### src/rtl/txfs_pkg.sv
package txfs_pkg;

   typedef enum logic [2:0] {
      FSM_NONE = 3'd0,
      FSM_NEG  = 3'd1,
      FSM_POS  = 3'd2,
      FSM_LOW  = 3'd3,
      FSM_HIGH = 3'd4,
      FSM_TOG  = 3'd5
   } fs_mode_e;

   typedef enum logic [1:0] {
      PH_IDLE = 2'd0,
      PH_SYNC = 2'd1,
      PH_PAY  = 2'd2
   } phase_e;

   function automatic logic mode_drives(input logic [2:0] m);
      return (m >= 3'd1) && (m <= 3'd5);
   endfunction

endpackage

### src/rtl/txfs_seq.sv
module txfs_seq
   import txfs_pkg::*;
#(
   parameter int LEN_W = 8
) (
   input  logic             clk,
   input  logic             rst_n,
   input  logic             bit_en,
   input  logic             sof_req,
   input  logic             pay_done,
   input  logic [LEN_W-1:0] sync_len,
   output phase_e           phase,
   output logic [LEN_W-1:0] cnt,
   output logic             acc,
   output logic             go
);

   if (LEN_W < 1) begin : g_chk_len
      $error("txfs_seq: LEN_W must be at least 1");
   end

   logic last;

   assign acc  = bit_en && sof_req && (phase != PH_SYNC);
   assign last = (cnt >= sync_len);

   always_ff @(posedge clk or negedge rst_n) begin
      if (!rst_n) begin
         phase <= PH_IDLE;
         cnt   <= '0;
         go    <= 1'b0;
      end else begin
         go <= 1'b0;
         if (bit_en) begin
            case (phase)
               PH_IDLE: begin
                  if (sof_req) begin
                     phase <= PH_SYNC;
                     cnt   <= '0;
                  end
               end
               PH_SYNC: begin
                  if (last) begin
                     phase <= PH_PAY;
                     go    <= 1'b1;
                  end else begin
                     cnt <= cnt + 1'b1;
                  end
               end
               PH_PAY: begin
                  if (sof_req) begin
                     phase <= PH_SYNC;
                     cnt   <= '0;
                  end else if (pay_done) begin
                     phase <= PH_IDLE;
                  end
               end
               default: phase <= PH_IDLE;
            endcase
         end
      end
   end

   // the handoff strobe is one clock wide and follows the sync phase
   a_r3_go_after_sync: assert property (@(posedge clk) disable iff (!rst_n)
      go |-> (phase == PH_PAY) && ($past(phase) == PH_SYNC));
   a_r3_go_one_clk: assert property (@(posedge clk) disable iff (!rst_n)
      go |=> !go);
   // nothing advances without the bit enable
   a_r10_freeze: assert property (@(posedge clk) disable iff (!rst_n)
      !bit_en |=> $stable(phase) && $stable(cnt));
   // a request in the payload phase wins over payload done
   a_r11_restart: assert property (@(posedge clk) disable iff (!rst_n)
      (bit_en && sof_req && pay_done && phase == PH_PAY) |=> (phase == PH_SYNC) && (cnt == '0));

endmodule

### src/rtl/txfs_pin.sv
module txfs_pin
   import txfs_pkg::*;
(
   input  logic       clk,
   input  logic       rst_n,
   input  logic [2:0] mode,
   input  phase_e     phase,
   input  logic       acc,
   output logic       fs,
   output logic       oe
);

   fs_mode_e mode_e;
   logic     tog_q;
   logic     in_sync;
   logic     in_frame;

   assign mode_e   = fs_mode_e'(mode);
   assign in_sync  = (phase == PH_SYNC);
   assign in_frame = (phase != PH_IDLE);
   assign oe       = mode_drives(mode);

   always_ff @(posedge clk or negedge rst_n) begin
      if (!rst_n) begin
         tog_q <= 1'b0;
      end else if (acc && mode_e == FSM_TOG) begin
         tog_q <= ~tog_q;
      end
   end

   always_comb begin
      case (mode_e)
         FSM_NEG:  fs = ~in_sync;
         FSM_POS:  fs = in_sync;
         FSM_LOW:  fs = ~in_frame;
         FSM_HIGH: fs = in_frame;
         FSM_TOG:  fs = tog_q;
         default:  fs = 1'b0;
      endcase
   end

   // an undriven pin reads as zero
   a_r2_off_low: assert property (@(posedge clk) disable iff (!rst_n)
      !oe |-> !fs);
   // the toggle state holds when no request is accepted
   a_r6_tog_hold: assert property (@(posedge clk) disable iff (!rst_n)
      !acc |=> $stable(tog_q));

endmodule

### src/rtl/txfs_dsel.sv
module txfs_dsel #(
   parameter int HOLD_W = 16,
   parameter int LEN_W  = 8
) (
   input  logic              clk,
   input  logic              rst_n,
   input  logic              in_sync,
   input  logic              den,
   input  logic              msb_first,
   input  logic              dflt,
   input  logic [LEN_W-1:0]  sync_len,
   input  logic [LEN_W-1:0]  cnt,
   input  logic [HOLD_W-1:0] word,
   output logic              tx
);

   if (HOLD_W < 2) begin : g_chk_hold
      $error("txfs_dsel: HOLD_W must be at least 2");
   end

   logic [LEN_W-1:0]  idx;
   logic [HOLD_W-1:0] shifted;
   logic              word_bit;

   assign idx      = msb_first ? (sync_len - cnt) : cnt;
   assign shifted  = word >> idx;
   assign word_bit = shifted[0];
   assign tx       = (in_sync && den) ? word_bit : dflt;

   // positions past the end of the holding word read as zero
   a_r7_past_end: assert property (@(posedge clk) disable iff (!rst_n)
      (in_sync && den && (32'(idx) >= HOLD_W)) |-> !tx);
   // outside the sync the line sits at the default level
   a_r8_idle_dflt: assert property (@(posedge clk) disable iff (!rst_n)
      !in_sync |-> (tx == dflt));

endmodule

### src/rtl/txfs_irq.sv
module txfs_irq (
   input  logic clk,
   input  logic rst_n,
   input  logic fs,
   input  logic oe,
   input  logic edge_neg,
   output logic irq
);

   logic prev_q;

   always_ff @(posedge clk or negedge rst_n) begin
      if (!rst_n) prev_q <= 1'b0;
      else        prev_q <= fs;
   end

   assign irq = oe && (edge_neg ? (prev_q && !fs) : (!prev_q && fs));

   // the flag appears only on a driven pin, and only at the selected level
   a_r9_only_oe: assert property (@(posedge clk) disable iff (!rst_n)
      irq |-> oe);
   a_r9_dir: assert property (@(posedge clk) disable iff (!rst_n)
      irq |-> (fs == !edge_neg));

endmodule

### src/rtl/txfs_gen.sv
module txfs_gen
   import txfs_pkg::*;
#(
   parameter int LEN_LO_W = 4,
   parameter int LEN_HI_W = 4,
   parameter int HOLD_W   = 16
) (
   input  logic                clk,
   input  logic                rst_n,
   input  logic                bit_en,
   input  logic [2:0]          cfg_mode,
   input  logic [LEN_LO_W-1:0] cfg_len_lo,
   input  logic [LEN_HI_W-1:0] cfg_len_hi,
   input  logic                cfg_sync_den,
   input  logic                cfg_edge_neg,
   input  logic                cfg_msb_first,
   input  logic                cfg_dflt,
   input  logic [HOLD_W-1:0]   hold_word,
   input  logic                sof_req,
   input  logic                pay_done,
   output logic                fs_out,
   output logic                fs_oe,
   output logic                tx_bit,
   output logic                sync_irq,
   output logic                pay_go
);

   localparam int LEN_W = LEN_LO_W + LEN_HI_W;

   if (LEN_LO_W < 1 || LEN_HI_W < 1) begin : g_chk_fields
      $error("txfs_gen: both length fields need at least one bit");
   end

   logic [LEN_W-1:0] sync_len;
   logic [LEN_W-1:0] cnt;
   phase_e           phase;
   logic             acc;

   assign sync_len = {cfg_len_hi, cfg_len_lo};

   txfs_seq #(.LEN_W(LEN_W)) seq_i (
      .clk      (clk),
      .rst_n    (rst_n),
      .bit_en   (bit_en),
      .sof_req  (sof_req),
      .pay_done (pay_done),
      .sync_len (sync_len),
      .phase    (phase),
      .cnt      (cnt),
      .acc      (acc),
      .go       (pay_go)
   );

   txfs_pin pin_i (
      .clk   (clk),
      .rst_n (rst_n),
      .mode  (cfg_mode),
      .phase (phase),
      .acc   (acc),
      .fs    (fs_out),
      .oe    (fs_oe)
   );

   txfs_dsel #(.HOLD_W(HOLD_W), .LEN_W(LEN_W)) dsel_i (
      .clk       (clk),
      .rst_n     (rst_n),
      .in_sync   (phase == PH_SYNC),
      .den       (cfg_sync_den),
      .msb_first (cfg_msb_first),
      .dflt      (cfg_dflt),
      .sync_len  (sync_len),
      .cnt       (cnt),
      .word      (hold_word),
      .tx        (tx_bit)
   );

   txfs_irq irq_i (
      .clk      (clk),
      .rst_n    (rst_n),
      .fs       (fs_out),
      .oe       (fs_oe),
      .edge_neg (cfg_edge_neg),
      .irq      (sync_irq)
   );

   // a pulse mode never drives the pin while the other pulse level is selected
   a_r4_pos_idle: assert property (@(posedge clk) disable iff (!rst_n)
      (cfg_mode == 3'd2 && phase != PH_SYNC) |-> !fs_out);

endmodule

### config.mk
export PLATFORM = sky130hd
export DESIGN_NAME = txfs_gen
export DESIGN_NICKNAME = d
export VERILOG_FILES = /design/src/rtl/txfs_pkg.sv /design/src/rtl/txfs_seq.sv /design/src/rtl/txfs_pin.sv /design/src/rtl/txfs_dsel.sv /design/src/rtl/txfs_irq.sv /design/src/rtl/txfs_gen.sv
export SDC_FILE = /design/constraint.sdc
export NUM_CORES = 1
export LEC_CHECK = 0
export ABC_CLOCK_PERIOD_IN_PS = 6300
export BUFFER_PORTS_ARGS = -buffer_cell sky130_fd_sc_hd__buf_4
export CAP_MARGIN = 20
export CORE_ASPECT_RATIO = 1.2
export CORE_MARGIN = 2
export CORE_UTILIZATION = 55
export DETAILED_ROUTE_END_ITERATION = 8
export PLACE_DENSITY = 0.95
export SLEW_MARGIN = 20
export SYNTH_ARGS = -nofsm -noshare
export SYNTH_HDL_FRONTEND = slang
export SYNTH_SLANG_ARGS = --single-unit
### constraint.sdc
create_clock -name clk -period 6.3 [get_ports clk]
set_input_delay 0.63 -clock clk [delete_from_list [all_inputs] [get_ports clk]]
set_output_delay 0.63 -clock clk [all_outputs]
set_load 0.02 [all_outputs]
==> results.py, run 1 <==
metrics = {
    "clock_network": {
        "cts_buffers": 3,
        "clkTransAtPathRegs_ns": 0.08,
        "numClockSinks": 13,
        "clk_path_buf_depth": 2,
        "cts_tree": "done",
        "ctsResizeCount": 0,
        "postCtsSetupRepairBufs": 0,
        "clkLatencyLatePin_ns": 0.29,
        "clockRootBuffer": "clkbuf_4",
        "h-tree-depth": 1,
        "ctsHoldBuffers": 0,
    },
    "route": {
        "wl_per_cell_um": 12.9,
        "drt_first_pass_iters": 4,
        "post-route-drc-count": 0,
        "routed_wl_um": 3110,
        "drtIter0Drc": 28,
        "vias_per_cell": 5.88,
        "route.vias.total": 1424,
        "drtAntennaViolNets": 0,
    },
    "worst_setup_path": {
        "crit_top_cell": "a211oi_1",
        "end_kind": "output port",
        "path_max_fanout": 8,
        "worstSetupPathType": "reg -> out",
        "required_ns": 5.67,
        "cp-start-kind": "flop",
        "path_cells": "ha_1, fa_1, a21oi_2, a211oi_1, a311oi_1, a211oi_1, o41ai_2, buf_4",
        "max_stage_delay_ns": 0.46,
        "cp.arrival_ns": 2.75,
        "critPathSlowestCell": "fa_1",
    },
    "die": {
        "fp.dieH_um": 58.6,
        "start_util": 0.585,
        "pin_count": 41,
        "core-area_sq_um": 2330,
        "dieArea_sq_um": 2900,
        "core.rowCount": 19,
        "die_x_um": 49.5,
    },
    "sta": {
        "worst_slew_pin_slew_ns": 0.492,
        "post-route-min-period_ns": 3.38,
        "clock_skew_ns": 0.00357,
        "slew_violations": 0,
        "fmax_mhz": 296,
        "whs_ns": 0.166,
        "finalSetupViolCount": 0,
        "setup_tns_ns": 0,
        "fin_crit_sh": 0.536,
        "finalHoldViolations": 0,
        "rsz0062_at_grt": "no",
        "fin_ws_ns": 2.92,
        "slew_headroom": 0.671,
    },
    "final_layout": {
        "final_util": 0.737,
        "drive_above_1_share": 0.246,
        "diodes": 0,
        "nets": 258,
        "seqCellArea_sq_um": 325,
        "fillers": 183,
        "multi_input_area_sq_um": 968,
        "area.growth.synth_to_final_pct": 25.9,
    },
    "place": {
        "pre_cts_ws_ns": 2.98,
        "gp_congestion": 0.878,
        "hpwl_um": 2580,
        "port_buffers": 40,
    },
    "synth": {
        "synth.distinct_cells": 47,
        "synth.most_common_cell": "nand2_1",
        "synth_top_cell_area_share": 0.239,
        "avgSynthCellArea_sq_um": 8.02,
        "synthFlopType": "dfrtp_1",
        "netlist_area_sq_um": 1360,
        "ys_top_cells_by_count": "17 x nand2_1, 15 x inv_1, 14 x a21oi_1",
        "yosys.area.top_type": "dfrtp_1",
        "synth_warnings": 0,
        "synth_area_leaders": "dfrtp_1 24%, ha_1 8.3%, a21oi_1 5.1%, nand2_1 4.7%, inv_1 4.1%",
        "syn-num-nets": 216,
        "syn_inst": 170,
        "ys_ff_latch": 13,
        "yosysSeqAreaShare": 0.239,
        "async_reset_ff_frac": 1.00,
        "synth-edff-count": 0,
    },
    "global_route": {
        "antenna_found_initial": 0,
        "groute.usage.overall": 0.235,
        "grt_pass1_wl_um": 5350,
        "grt_overflow": 0,
        "first_global_vias": 1303,
        "grt_max_degree": 17,
    },
    "pwr": {
        "p_switching_uw": 222,
        "pwr-share-comb": 0.609,
        "power.internal_uw": 264,
        "power_density_nw_per_um2": 283,
        "power.leakage_nw": 0.795,
        "clkPwrFrac": 0.108,
        "vdd_drop_max_v": 0.000254,
        "switching_share": 0.457,
        "pwr-share-seq": 0.283,
    },
    "min_path": {
        "worstHoldPathType": "in -> async",
    },
    "job": {
        "max_cap_viol_count": 0,
    },
    "outcome": {
        "status": "finished, final reports clean",
    },
}
-- cell usage in the layout (no fill, tap or decap), drive strengths merged, types with 2 or more instances in the layout --
cell,n
a211oi,6
a21o,3
a21oi,15
a22o,2
a311oi,2
and3,6
buf,40
clkbuf,3
dfrtp,13
ha,9
inv,15
mux2i,4
nand2,18
nand2b,6
nand3,10
nand4,2
nor2,9
nor2b,2
nor3,3
nor4,2
o21ai,8
o31ai,4
or3,2
or4,3
xnor2,3
xor2,2
-- worst paths after layout --
path | to | from | cells past startpoint | slack [ns]
min | seq_i.cnt[4] | rst_n | 1 | 0.17
min reg2reg | pin_i.tog_q | pin_i.tog_q | 2 | 0.54
max reg2reg | seq_i.cnt[6] | seq_i.cnt[0] | 8 | 3.75
max | tx_bit | seq_i.cnt[0] | 8 | 2.92
max in group asynchronous | pin_i.tog_q | rst_n | 1 | 5.98
min in group clk | pin_i.tog_q | pin_i.tog_q | 2 | 0.54
-- final cells by class --
class                   instances  share of cell area
repair buffers                 40               0.175
well taps                      31              0.0226
inverters                      15              0.0328
multi-input cells             139               0.564
clock inverters                 1             0.00292
flip-flops and latches         13               0.190
clock buffers                   3              0.0131
-- through the flow --
step                cell area, sq um  std cells  power [mW]
floorplan                       1360        170       0.362
global placement                1690        238       0.424
detailed placement              1690        238       0.435
CTS                             1720        242       0.489
global route                    1720        242       0.535
finish                          1720        242       0.487
-- per-layer routing --
metal,vias up,track usage,share of wire
met5,-,0,0
met4,0,0.0913,0.0080
met3,2,0.0305,0.062
met2,55,0.448,0.51
met1,653,0.267,0.42
li1,714,-,-
-- registers in the layout, indices dropped and copies added, names as in the netlist --
register / cells
seq_i.cnt: 8
seq_i.phase: 2
irq_i.prev_q: 1
pin_i.tog_q: 1
seq_i.go: 1
-- cells by family after synthesis --
group / after synthesis / synth area share
simple gates: 68 / 0.268
compound gates: 51 / 0.275
buf+inv: 18 / 0.0514
flops: 13 / 0.239
fa+ha+maj: 10 / 0.0972
xor+xnor: 5 / 0.0321
mux: 5 / 0.0376
-- power by group through the flow --
stage,logic (mW),clock network [mW],registers [mW]
finish,0.296,0.0526,0.138
global route,0.333,0.0586,0.143
CTS,0.297,0.0546,0.137
detailed placement,0.297,0,0.139
global placement,0.286,0,0.137
floorplan,0.234,0,0.127
-- critical path: cells and delay by family (launching register included) --
family / cells / cell delay [ns]
buffers and inverters: 1 / 0.19
adders and majority gates: 2 / 0.70
AOI/OAI and AO/OA: 5 / 1.12
DFF: 1 / 0.45
(Power assumes the default switching activity.)
==> inputs of run 2 (changes only) <==
- ABC_CLOCK_PERIOD_IN_PS: 6300 -> 2900
- CORE_UTILIZATION: 55 -> 47
- PLACE_DENSITY: 0.95 -> 0.88
- clock period: 6.3 -> 2.9 ns (I/O delays scaled with it)
==> results.py, run 2 (same netlist as run 1, synthesis figures left out) <==
metrics = {
    "global_route": {
        "grt_pass1_wl_um": 5510,
        "groute.usage.overall": 0.210,
        "antenna_found_initial": 0,
        "grt_overflow": 0,
        "grt_max_degree": 17,
        "first_global_vias": 1382,
    },
    "place": {
        "placed_area_sq_um": 1690,
        "gp_congestion": 0.837,
        "hpwl_um": 2600,
        "port_buffers": 40,
    },
    "sta": {
        "slew_headroom": 0.661,
        "slew_violations": 0,
        "clock_skew_ns": 0.00299,
        "finalHoldViolations": 0,
        "worst_slew_pin_slew_ns": 0.506,
        "whs_ns": 0.301,
        "setup_tns_ns": 0,
        "post-route-min-period_ns": 2.81,
        "fmax_mhz": 356,
        "fin_crit_sh": 0.967,
        "finalSetupViolCount": 0,
    },
    "clock_network": {
        "numClockSinks": 13,
        "clkLatencyLatePin_ns": 0.27,
        "clockRootBuffer": "clkbuf_4",
        "clkTransAtPathRegs_ns": 0.07,
        "clk_path_buf_depth": 2,
        "cts_tree": "done",
        "h-tree-depth": 1,
        "cts_buffers": 3,
    },
    "final_layout": {
        "final_util": 0.673,
        "top_register": "seq_i.cnt",
        "area.growth.synth_to_final_pct": 37.4,
        "reg_top3": "seq_i.cnt: 8 flops, seq_i.phase: 2 flops",
        "final_common_cell": "buf_4",
        "fillers": 245,
        "diodes": 0,
        "largest_register_ffs": 8,
        "fin_area_sq_um": 1870,
        "drive_above_1_share": 0.355,
        "nets": 267,
        "layout_common_cells": "48 x buf_4, 16 x nand2_1, 15 x inv_1, 12 x a21oi_1",
    },
    "worst_setup_path": {
        "crit_top_cell": "buf_4",
        "max_stage_delay_ns": 0.59,
        "cp.arrival_ns": 2.52,
        "worstSetupPathType": "reg -> out",
        "path_max_fanout": 5,
        "cp-start-kind": "flop",
        "end_kind": "output port",
        "critPathSlowestCell": "fa_2",
        "required_ns": 2.61,
        "path_cells": "ha_2, fa_2, a21oi_4, buf_4, a211oi_1, a21oi_1, a211oi_2, o41ai_2, buf_4",
        "rr_worst_depth": 8,
    },
    "die": {
        "die_x_um": 53.2,
        "start_util": 0.490,
        "pin_count": 41,
        "core-area_sq_um": 2790,
        "core.rowCount": 21,
        "fp.dieH_um": 63.0,
        "dieArea_sq_um": 3350,
    },
    "route": {
        "drtIter0Drc": 23,
        "drtAntennaViolNets": 0,
        "drt_first_pass_iters": 6,
        "vias_per_cell": 5.89,
        "routed_wl_um": 3650,
        "wl_per_cell_um": 14.4,
        "post-route-drc-count": 0,
        "route.vias.total": 1496,
    },
    "job": {
        "max_cap_viol_count": 0,
    },
    "pwr": {
        "power_density_nw_per_um2": 669,
        "vdd_drop_max_v": 0.000420,
        "pwr-share-comb": 0.673,
        "clkPwrFrac": 0.088,
        "p_switching_uw": 564,
        "power.internal_uw": 689,
        "switching_share": 0.450,
        "power.leakage_nw": 0.842,
        "power_mw": 1.25,
        "pwr-share-seq": 0.239,
    },
    "outcome": {
        "status": "finished, final reports clean",
    },
    "min_path": {
        "holdPathStages": 3,
        "worstHoldPathType": "in -> reg",
    },
}
[run 2: worst paths after layout]
check	startpoint	end	slack (ns)
setup / recovery	seq_i.cnt[0]	tx_bit	0.09
hold / removal	cfg_mode[0]	irq_i.prev_q	0.30
setup reg to reg	seq_i.cnt[0]	seq_i.cnt[6]	0.48
hold reg to reg	pin_i.tog_q	pin_i.tog_q	0.55
max in group asynchronous	rst_n	seq_i.cnt[2]	2.32
min in group asynchronous	rst_n	irq_i.prev_q	0.40
[run 2: repair_timing]
action	4_1_cts	5_1_grt
resized for setup	3	20
buffers inserted	2	6
pin swaps	1	5
endpoints found under the hold margin	13	0
setup endpoints to repair	1	1
hold buffers	1	0
[run 2: final cells by class]
class | count | area (sq um) | area share
Timing Repair Buffer | 49 | 370 | 0.198
Inverter | 15 | 56.3 | 0.0300
Clock buffer | 4 | 26.3 | 0.0140
Sequential cell | 13 | 330 | 0.176
Tap cell | 34 | 42.5 | 0.0227
Multi-Input combinational cell | 139 | 1050 | 0.559
[run 2: worst max-delay path, delay by kind of cell (launching register included)]
| family | cells | cell delay (ns) |
|---|---|---|
| flops | 1 | 0.42 |
| buf+inv | 2 | 0.30 |
| compound gates | 5 | 0.73 |
| fa+ha+maj | 2 | 0.78 |
[run 2: routing by layer]
metal  GRT usage  share of wire  vias to the layer above
li1            -              -                      733
met1       0.249           0.39                      708
met2       0.386           0.55                       45
met3      0.0120          0.039                       10
met4      0.0705          0.019                        0
met5           0              0                        -
[run 2: power groups by stage]
| stage | registers, mW | clock network [mW] | logic [mW] |
|---|---|---|---|
| 2_1_floorplan | 0.277 | 0 | 0.509 |
| 3_3_place_gp | 0.298 | 0 | 0.633 |
| 3_5_place_dp | 0.302 | 0 | 0.648 |
| 4_1_cts | 0.297 | 0.114 | 0.680 |
| 5_1_grt | 0.310 | 0.123 | 0.920 |
| 6_report | 0.300 | 0.110 | 0.844 |
[run 2: metrics by stage]
| step | setup slack, ns | instances |
|---|---|---|
| after floorplan | 0.291 | 170 |
| after global placement | 0.283 | 241 |
| after detailed placement | 0.221 | 241 |
| after CTS | 0.0284 | 248 |
| after global routing | -0.0188 | 254 |
| final | 0.0946 | 254 |
